===== src/rtl/pwmc_pkg.sv =====
package pwmc_pkg;
  parameter int PWMC_DLY_W = 10;
  parameter int PWMC_NCH   = 2;
  typedef logic [PWMC_NCH-1:0] pwmc_vec_t;
endpackage


===== src/rtl/pwmc_edge_delay.sv =====
// Counts consecutive clocks on which in_lvl was high and raises act only
// once that run has reached the programmed delay.
module pwmc_edge_delay #(
  parameter int DLY_W = pwmc_pkg::PWMC_DLY_W
) (
  input  logic             clk,
  input  logic             rst_n,
  input  logic             in_lvl,
  input  logic [DLY_W-1:0] dly,
  output logic             act
);
  localparam logic [DLY_W-1:0] RUN_SAT = '1;

  logic [DLY_W-1:0] run_q;

  always_ff @(posedge clk) begin
    if (!rst_n)              run_q <= '0;
    else if (!in_lvl)        run_q <= '0;
    else if (run_q != RUN_SAT) run_q <= run_q + 1'b1;
  end

  assign act = in_lvl && (run_q >= dly);

  // a fresh high level with a nonzero delay never activates at once

  fresh_run_blocked_chk: assert property (@(posedge clk) disable iff (!rst_n)
    ($past(rst_n) && !$past(in_lvl) && in_lvl && dly != '0) |-> !act);
endmodule


===== src/rtl/pwmc_chan_cond.sv =====
// One output lane: enable mask, fault forcing, final inversion, register.
module pwmc_chan_cond (
  input  logic clk,
  input  logic rst_n,
  input  logic src,
  input  logic en,
  input  logic flt,
  input  logic flt_sel,
  input  logic inv,
  output logic pin
);
  logic gated;
  logic armed;

  always_comb begin
    gated = src & en;
    if (flt && flt_sel) gated = 1'b0;
  end

  always_ff @(posedge clk) begin
    if (!rst_n) begin
      pin   <= 1'b0;
      armed <= 1'b0;
    end else begin
      pin   <= gated ^ inv;
      armed <= 1'b1;
    end
  end


  fault_force_chk: assert property (@(posedge clk) disable iff (!rst_n)
    (armed && $past(flt) && $past(flt_sel)) |-> (pin == $past(inv)));


  disabled_idle_chk: assert property (@(posedge clk) disable iff (!rst_n)
    (armed && !$past(en)) |-> (pin == $past(inv)));
endmodule


===== src/rtl/pwmc_out_stage.sv =====
module pwmc_out_stage #(
  parameter int DLY_W = pwmc_pkg::PWMC_DLY_W,
  parameter int NCH   = pwmc_pkg::PWMC_NCH
) (
  input  logic             clk,
  input  logic             rst_n,
  input  logic             raw_a,
  input  logic             raw_b,
  input  logic             fault_in,
  input  logic             db_en,
  input  logic [DLY_W-1:0] rise_dly,
  input  logic [DLY_W-1:0] fall_dly,
  input  logic [NCH-1:0]   out_en,
  input  logic [NCH-1:0]   fault_mask,
  input  logic [NCH-1:0]   invert,
  input  logic             fault_irq_clr,
  output logic [NCH-1:0]   pwm_out,
  output logic             fault_irq
);
  logic hi_act, lo_act;
  logic [NCH-1:0] raw_vec, db_vec, src_vec;

  pwmc_edge_delay #(.DLY_W(DLY_W)) u_dly_hi (
    .clk(clk), .rst_n(rst_n), .in_lvl(raw_a), .dly(rise_dly), .act(hi_act));

  pwmc_edge_delay #(.DLY_W(DLY_W)) u_dly_lo (
    .clk(clk), .rst_n(rst_n), .in_lvl(~raw_a), .dly(fall_dly), .act(lo_act));

  always_comb begin
    raw_vec    = '0;
    db_vec     = '0;
    raw_vec[0] = raw_a;
    raw_vec[1] = raw_b;
    db_vec[0]  = hi_act;
    db_vec[1]  = lo_act;
    src_vec    = db_en ? db_vec : raw_vec;
  end

  for (genvar ch = 0; ch < NCH; ch++) begin : g_lane
    pwmc_chan_cond u_lane (
      .clk(clk), .rst_n(rst_n), .src(src_vec[ch]), .en(out_en[ch]),
      .flt(fault_in), .flt_sel(fault_mask[ch]), .inv(invert[ch]),
      .pin(pwm_out[ch]));
  end

  always_ff @(posedge clk) begin
    if (!rst_n) fault_irq <= 1'b0;
    else        fault_irq <= fault_in | (fault_irq & ~fault_irq_clr);
  end


  pair_overlap_chk: assert property (@(posedge clk) disable iff (!rst_n)
    !(hi_act && lo_act));


  fault_sets_flag_chk: assert property (@(posedge clk) disable iff (!rst_n)
    ($past(rst_n) && $past(fault_in)) |-> fault_irq);


  flag_sticky_chk: assert property (@(posedge clk) disable iff (!rst_n)
    ($past(rst_n) && $past(fault_irq) && !$past(fault_irq_clr)) |-> fault_irq);
endmodule


===== config.mk =====
export PLATFORM = sky130hd
export DESIGN_NAME = pwmc_out_stage
export DESIGN_NICKNAME = d
export VERILOG_FILES = /design/src/rtl/pwmc_pkg.sv /design/src/rtl/pwmc_edge_delay.sv /design/src/rtl/pwmc_chan_cond.sv /design/src/rtl/pwmc_out_stage.sv
export SDC_FILE = /design/constraint.sdc
export NUM_CORES = 1
export LEC_CHECK = 0
export BUFFER_PORTS_ARGS = -buffer_cell sky130_fd_sc_hd__buf_2
export CAP_MARGIN = 20
export CELL_PAD_IN_SITES_DETAIL_PLACEMENT = 0
export CELL_PAD_IN_SITES_GLOBAL_PLACEMENT = 1
export CORE_ASPECT_RATIO = 0.6
export CORE_MARGIN = 10
export CORE_UTILIZATION = 42
export CTS_BUF_LIST = sky130_fd_sc_hd__clkbuf_16
export CTS_CLUSTER_DIAMETER = 30
export DETAILED_ROUTE_END_ITERATION = 8
export HOLD_SLACK_MARGIN = 0.15
export PLACE_DENSITY_LB_ADDON = 0.1
export SETUP_SLACK_MARGIN = 0.2
export SLEW_MARGIN = 40
export SYNTH_ARGS = -nofsm -noshare
export SYNTH_HDL_FRONTEND = slang
export SYNTH_HIERARCHICAL = 1
export SYNTH_SLANG_ARGS = --single-unit
export TNS_END_PERCENT = 5

===== constraint.sdc =====
create_clock -name clk -period 5.3 [get_ports clk]
set_input_delay 0.265 -clock clk [delete_from_list [all_inputs] [get_ports clk]]
set_output_delay 0.265 -clock clk [all_outputs]
set_load 0.02 [all_outputs]

After elaboration in Yosys (flattened, before gate mapping)
Cells that the tools add are included.
- flip-flop bits (word level): 23
- input port bits: 33
- output and inout port bits: 3
- add/subtract/negate cells: 2
- $lt $le $gt $ge: 2
- equal/unequal tests: 2
- mux-type cells: 3
- bitwise operators: 9
- reductions and logical operators: 6
- operators by type and width (operator ; number):
    adder 10 x 1 -> 10 bit (second input constant) ; 2
    >= comparator 10 bit ; 2
    inequality test 10 bit (second input constant) ; 2
    logical AND 1 bit ; 4
    AND 1 bit ; 3
    NOT 1 bit ; 3
    two-way mux 1 bit ; 2
    two-way mux 2 bit ; 1
    AND reduction 2 bit ; 1
    OR reduction 2 bit ; 1
    bitwise XOR 1 bit ; 2
    bitwise OR 1 bit ; 1

Longest topological paths before layout
- depth after elaboration: 6
- gate-level depth with buffers: 11

By module
The synthesis kept the hierarchy.
- by module, submodules not included (module ; times used ; cells an instance ; area an instance (um^2)):
    pwmc_edge_delay ; 2 ; 85 ; 708.2
    pwmc_chan_cond ; 2 ; 6 ; 52.6
    pwmc_out_stage ; 1 ; 7 ; 61.3

Worst setup path before layout
OpenSTA, ideal clock, no wires.
- path type: flip-flop to flip-flop
- from: register u_dly_lo.run_q[2]
- to: register g_lane[1].u_lane.pin
- library setup time: 119 ps
- arrival: 1703 ps
- slack: 3478 ps
- stages on the path, launching flop included: 10
- buffers on the path: 0
- cells stage by stage: dfxtp_1 ha_1 a21oi_1 o21ai_0 a221oi_1 o211ai_1 mux2_4 nand2_1 a21oi_2 mux2i_1
- word-level cells in the longest chain between the ends: 6
- RTL lines (item ; RTL line ; source):
    start: declaration ; pwmc_edge_delay.sv:14 ; logic [DLY_W-1:0] run_q;
    start signal: assignment ; pwmc_edge_delay.sv:19 ; else if (run_q != RUN_SAT) run_q <= run_q + 1'b1;
    >= comparator 10 bit ; pwmc_edge_delay.sv:22 ; assign act = in_lvl && (run_q >= dly);
    logical AND 1 bit ; pwmc_edge_delay.sv:22 ;
    named net lo_act ; pwmc_out_stage.sv:20 ; logic hi_act, lo_act;
    two-way mux 2 bit ; pwmc_out_stage.sv:36 ; src_vec = db_en ? db_vec : raw_vec;
    named net src_vec[1] ; pwmc_out_stage.sv:21 ; logic [NCH-1:0] raw_vec, db_vec, src_vec;
    AND 1 bit ; pwmc_chan_cond.sv:16 ; gated = src & en;
    two-way mux 1 bit ; pwmc_chan_cond.sv:17 ; if (flt && flt_sel) gated = 1'b0;
    bitwise XOR 1 bit ; pwmc_chan_cond.sv:25 ; pin <= gated ^ inv;
    end signal: assignment ; pwmc_chan_cond.sv:25 ;
    end: declaration ; pwmc_chan_cond.sv:10 ; output logic pin
The timed path passes the listed nets, and every way through them passes these cells.
A chain may end at the register's enable or synchronous reset.

Worst setup path after layout
- from: register u_dly_hi.run_q[2]
- to: register g_lane[0].u_lane.pin
- word-level cells in the longest chain between the ends: 6
- RTL lines (item ; RTL line):
    start: declaration ; pwmc_edge_delay.sv:14
    start signal: assignment ; pwmc_edge_delay.sv:19
    >= comparator 10 bit ; pwmc_edge_delay.sv:22
    logical AND 1 bit ; pwmc_edge_delay.sv:22
    named net hi_act ; pwmc_out_stage.sv:20
    two-way mux 2 bit ; pwmc_out_stage.sv:36
    named net src_vec[0] ; pwmc_out_stage.sv:21
    AND 1 bit ; pwmc_chan_cond.sv:16
    two-way mux 1 bit ; pwmc_chan_cond.sv:17
    bitwise XOR 1 bit ; pwmc_chan_cond.sv:25
    end signal: assignment ; pwmc_chan_cond.sv:25
    end: declaration ; pwmc_chan_cond.sv:10
The timed path passes the listed nets, and every way through them passes these cells.

==> metrics.md <==
| Metric | Value |
|---|---|
| Run status | `finished clean` |
| Antenna diode count | `0` |
| Synth Register Bits | `23` |
| Final critical-path share of the clock period | `about two fifths` |
| Die H | `67.55 um` |
| Max-slew headroom at the worst pin | `around three quarters` |
| Sequential share of the synthesized area | `29.09%` |
| DP Wirelength | `~3.3 mm` |
| Power share of the clock group | `between 40 and 50%` |
| Post-CTS repair timing setup buffer count | `0` |
| Post-synthesis cell type with the largest combined area | `dfxtp_1` |
| Setup repair after global routing missed its margin | `false` |
| Wire length of the first global-routing pass | `between 6 and 7 mm` |
| Largest net degree at the start of global routing | `14` |
| Hold Vio Cnt, Final | `0` |
| Number of rows created at floorplan | `17` |
| Number of clock sinks | `23` |
| Syn Inst Count | `189` |
| Proportion of power drawn by combinational gates | `roughly 11%` |
| Register clock-pin slew on the reported worst setup and hold paths | `about 0.060 ns` |
| Cell with the largest stage delay on the worst path | `dfxtp_1` |
| Slowest stage delay, CP | `0.50 ns` |
| Count of final setup violators | `0` |
| Root Buffer Master | `clkbuf_16` |
| Internal power component | `just under 0.0003 W` |
| Number of buffers added to fix hold violations after cts | `0` |
| Number of max-cap violations | `0` |
| Switching share of power | `approximately 23%` |
| TritonCTS clock tree | `built` |
| Post-layout power | `roughly 0.00039 W` |
| PostCTS Resize Cnt | `0` |
| Area of the die | `between 6000 and 7000 um2` |
| Leakage component of the power | `~0.87 nW` |
| Switching pwr | `~0.000088 W` |
| Worst slack at placement | `between 3 and 4 ns` |
| Total of warnings raised by yosys | `6` |
| Die span in x | `a little under 100 um` |
| Number of different library cells in the post-synthesis netlist | `31` |
| Placer congestion estimate | `between 0.8 and 0.9` |
| DRC | `0` |
| Worst min-delay path startpoint | `invert[1]` |
| Avg Synthesized Cell Area | `approximately 8.4 um2` |
| Share of Yosys cell area claimed by the top area cell type | `between 20% and 30%` |
| Net count after synthesis | `244` |
| Highest Clock Rate | `478.0 MHz` |
| Path type of the worst setup path | `flop to flop` |
| Worst Setup Slack, final | `~3.2 ns` |
| Clock network latency to the later pin of the worst-skew pair | `about 0.26 ns` |
| Worst slew pin tran | `0.3988 ns` |
| Worst vdd rail ir drop | `~110 uV` |
| Post-detailed-route wirelength per cell | `~14 um` |
| Vias in the first global route | `between 1000 and 1500` |
| Worst setup SP type | `flop` |
| Maximum fanout count along the critical path | `9` |
| Final ANT Viol Nets | `0` |
| Ratio of total power to cell area | `203.5 nW/um2` |
| Critical Path Start | `u_dly_hi/run_q[2]$_SDFFE_PN0P_` |
| Kind of capture point of the worst setup path | `flop` |
| Via density | `between 5 and 6` |
| Floorplan core area | `around 3700 um2` |
| All-Layer GR Usage | `~11%` |
| Total global routing overflow | `0` |
| CTS H-tree depth | `1` |
| Worst clock skew | `around 0.0044 ns` |
| Final core occ | `a little over 50%` |
| Crit-path cells | `ha_1 > a21oi_1 > o21ai_0 > a221oi_1 > o211ai_1 > nand2_1 > o21ai_0 > nand2_1 > a21oi_2 > mux2i_1` |
| Maximum count of clock buffers along a single path | `2` |
| Min Hold Slack | `0.2681 ns` |
| Top delay family on crit path | `compound AO/OA/AOI/OAI gates` |
| Kind of path behind the tightest hold check | `input port to flop` |
| Post-synthesis instance area | `approximately 1600 um2` |
| Number of ports placed on the die boundary | `36` |
| Starting DRT DRC Count | `between 60 and 70` |
| CTS Buf Count | `3` |
| Number of fillers in the final layout | `~360` |
| Post-route minimum period | `approximately 2.1 ns` |
| Data arrival, critical path | `2.23 ns` |
| Total Wirelength | `3.905 mm` |
| Aggregate negative setup slack | `0 ns` |
| Number of nets at the end of the flow | `284` |
| Cell types with the largest area share after synthesis | `dfxtp_1 29%, ha_1 17%, inv_1 5.5%, nand2_1 5.0%, a21oi_1 3.2%` |
| Total count of max-transition violations in the final report | `0` |
| Required @ worst endpoint | `5.44 ns` |
| Share of layout cells above drive strength 1 | `22.81%` |
| Fraction of power consumed by sequential logic | `about 46%` |
| Area growth from synthesis to layout | `19.84%` |
| Startpoint of the worst register-to-register path | `u_dly_hi/run_q[2]$_SDFFE_PN0P_` |
| Initial Utilization | `between 40 and 50%` |
| Overall via count from detail_route | `roughly 1500` |
| Initial DRT Pass Iterations | `4` |
| Critical path buffer and inverter count | `0` |
| Number of antenna violations at the first check in global routing | `0` |
| Number of buffers added on ports | `35` |
[cells in the mapped netlist]
master     n
dfxtp_1   23
inv_1     23
ha_1      22
nand2_1   21
nor2_1    12
a21oi_1   10
a31oi_1    8
o211ai_1   6
nor2b_1    5
o21ai_0    5
and4_1     4
mux2i_1    4
nand3_1    4
nand4_1    4
nor3_1     4
nor3_2     4
xnor2_1    4
a21o_1     2
a21oi_2    2
a221oi_1   2
a311oi_1   2
and3_1     2
and3_2     2
and4_4     2
nand2b_1   2
nand3_2    2
nor3b_1    2
o21bai_1   2
o311ai_1   2
mux2_4     1
o21a_1     1
[layout by cell type (no fill, tap or decap), types with 5 or more instances in the layout]
master    netlist  layout
buf_2           0      35
inv_1          23      23
dfxtp_1        23      23
ha_1           22      22
nand2_1        21      21
nor2_1         12      12
a21oi_1        10      10
a31oi_1         8       8
o211ai_1        6       6
o21ai_0         5       5
nor2b_1         5       5
[cell type report]
| class | count | area (um2) | share of cell area (%) |
|---|---|---|---|
| multi-input cells | 143 | 1036 | 54.62 |
| flip-flops and latches | 23 | 460.4 | 24.27 |
| repair buffers | 35 | 175.2 | 9.235 |
| inverters | 23 | 86.33 | 4.551 |
| clock buffers | 3 | 75.07 | 3.958 |
| well taps | 47 | 58.81 | 3.100 |
| clock inverters | 1 | 5.005 | 0.2639 |
[path summary, 6_finish.rpt]
check                                          to  slack, ns  cells after the start
setup reg to reg  g_lane[0].u_lane/pin$_SDFF_PN0_       3.21                     10
setup / recovery  g_lane[0].u_lane/pin$_SDFF_PN0_       3.21                     10
hold reg to reg    u_dly_hi/run_q[8]$_SDFFE_PN0P_       0.53                      2
hold / removal    g_lane[1].u_lane/pin$_SDFF_PN0_       0.27                      3
[worst reg2reg max path: stages (launching register included)]
cell and delay (ns):
dfxtp_1 0.50, ha_1 0.31, a21oi_1 0.13, o21ai_0 0.10
a221oi_1 0.39, o211ai_1 0.16, nand2_1 0.07, o21ai_0 0.08
nand2_1 0.09, a21oi_2 0.04, mux2i_1 0.11
[cells by family after synthesis]
logic type / count (synthesis) / share of synthesized area (%)
and+or+nand+nor: 70 / 24.82
AOI/OAI and AO/OA: 42 / 17.55
buffers and inverters: 23 / 5.454
DFF: 23 / 29.09
adders and majority gates: 22 / 17.39
muxes: 5 / 3.478
xor gates and xnor gates: 4 / 2.213
[per-stage QoR]
step	area, um2	instances
6_report	1897	275
5_1_grt	1897	275
4_1_cts	1897	275
3_5_place_dp	1817	271
3_3_place_gp	1817	271
2_1_floorplan	1583	189
[routing by layer]
metal | vias to the layer above | global-route usage [%] | wire length (um)
met2 | 41 | 15.37 | 1542
li1 | 764 | - | -
met4 | 0 | 2.135 | 15
met1 | 671 | 16.15 | 2076
met3 | 2 | 4.277 | 271
met5 | - | 0 | 0
[sequential cells by signal (all words and copies together) (netlist names)]
register,flops
g_lane.u_lane/pin,2
u_dly_hi/run_q,10
fault_irq,1
u_dly_lo/run_q,10
[power by group through the flow]
stage / sequential (W) / combinational (W) / clock (W)
after floorplan: 0.000183 / 0.0000207 / 0
after global placement: 0.000182 / 0.0000414 / 0
after detailed placement: 0.000182 / 0.0000432 / 0
after CTS: 0.000178 / 0.0000436 / 0.000169
after global routing: 0.000178 / 0.0000493 / 0.000175
final: 0.000178 / 0.0000430 / 0.000165
Power figures use the tool's default switching activity.
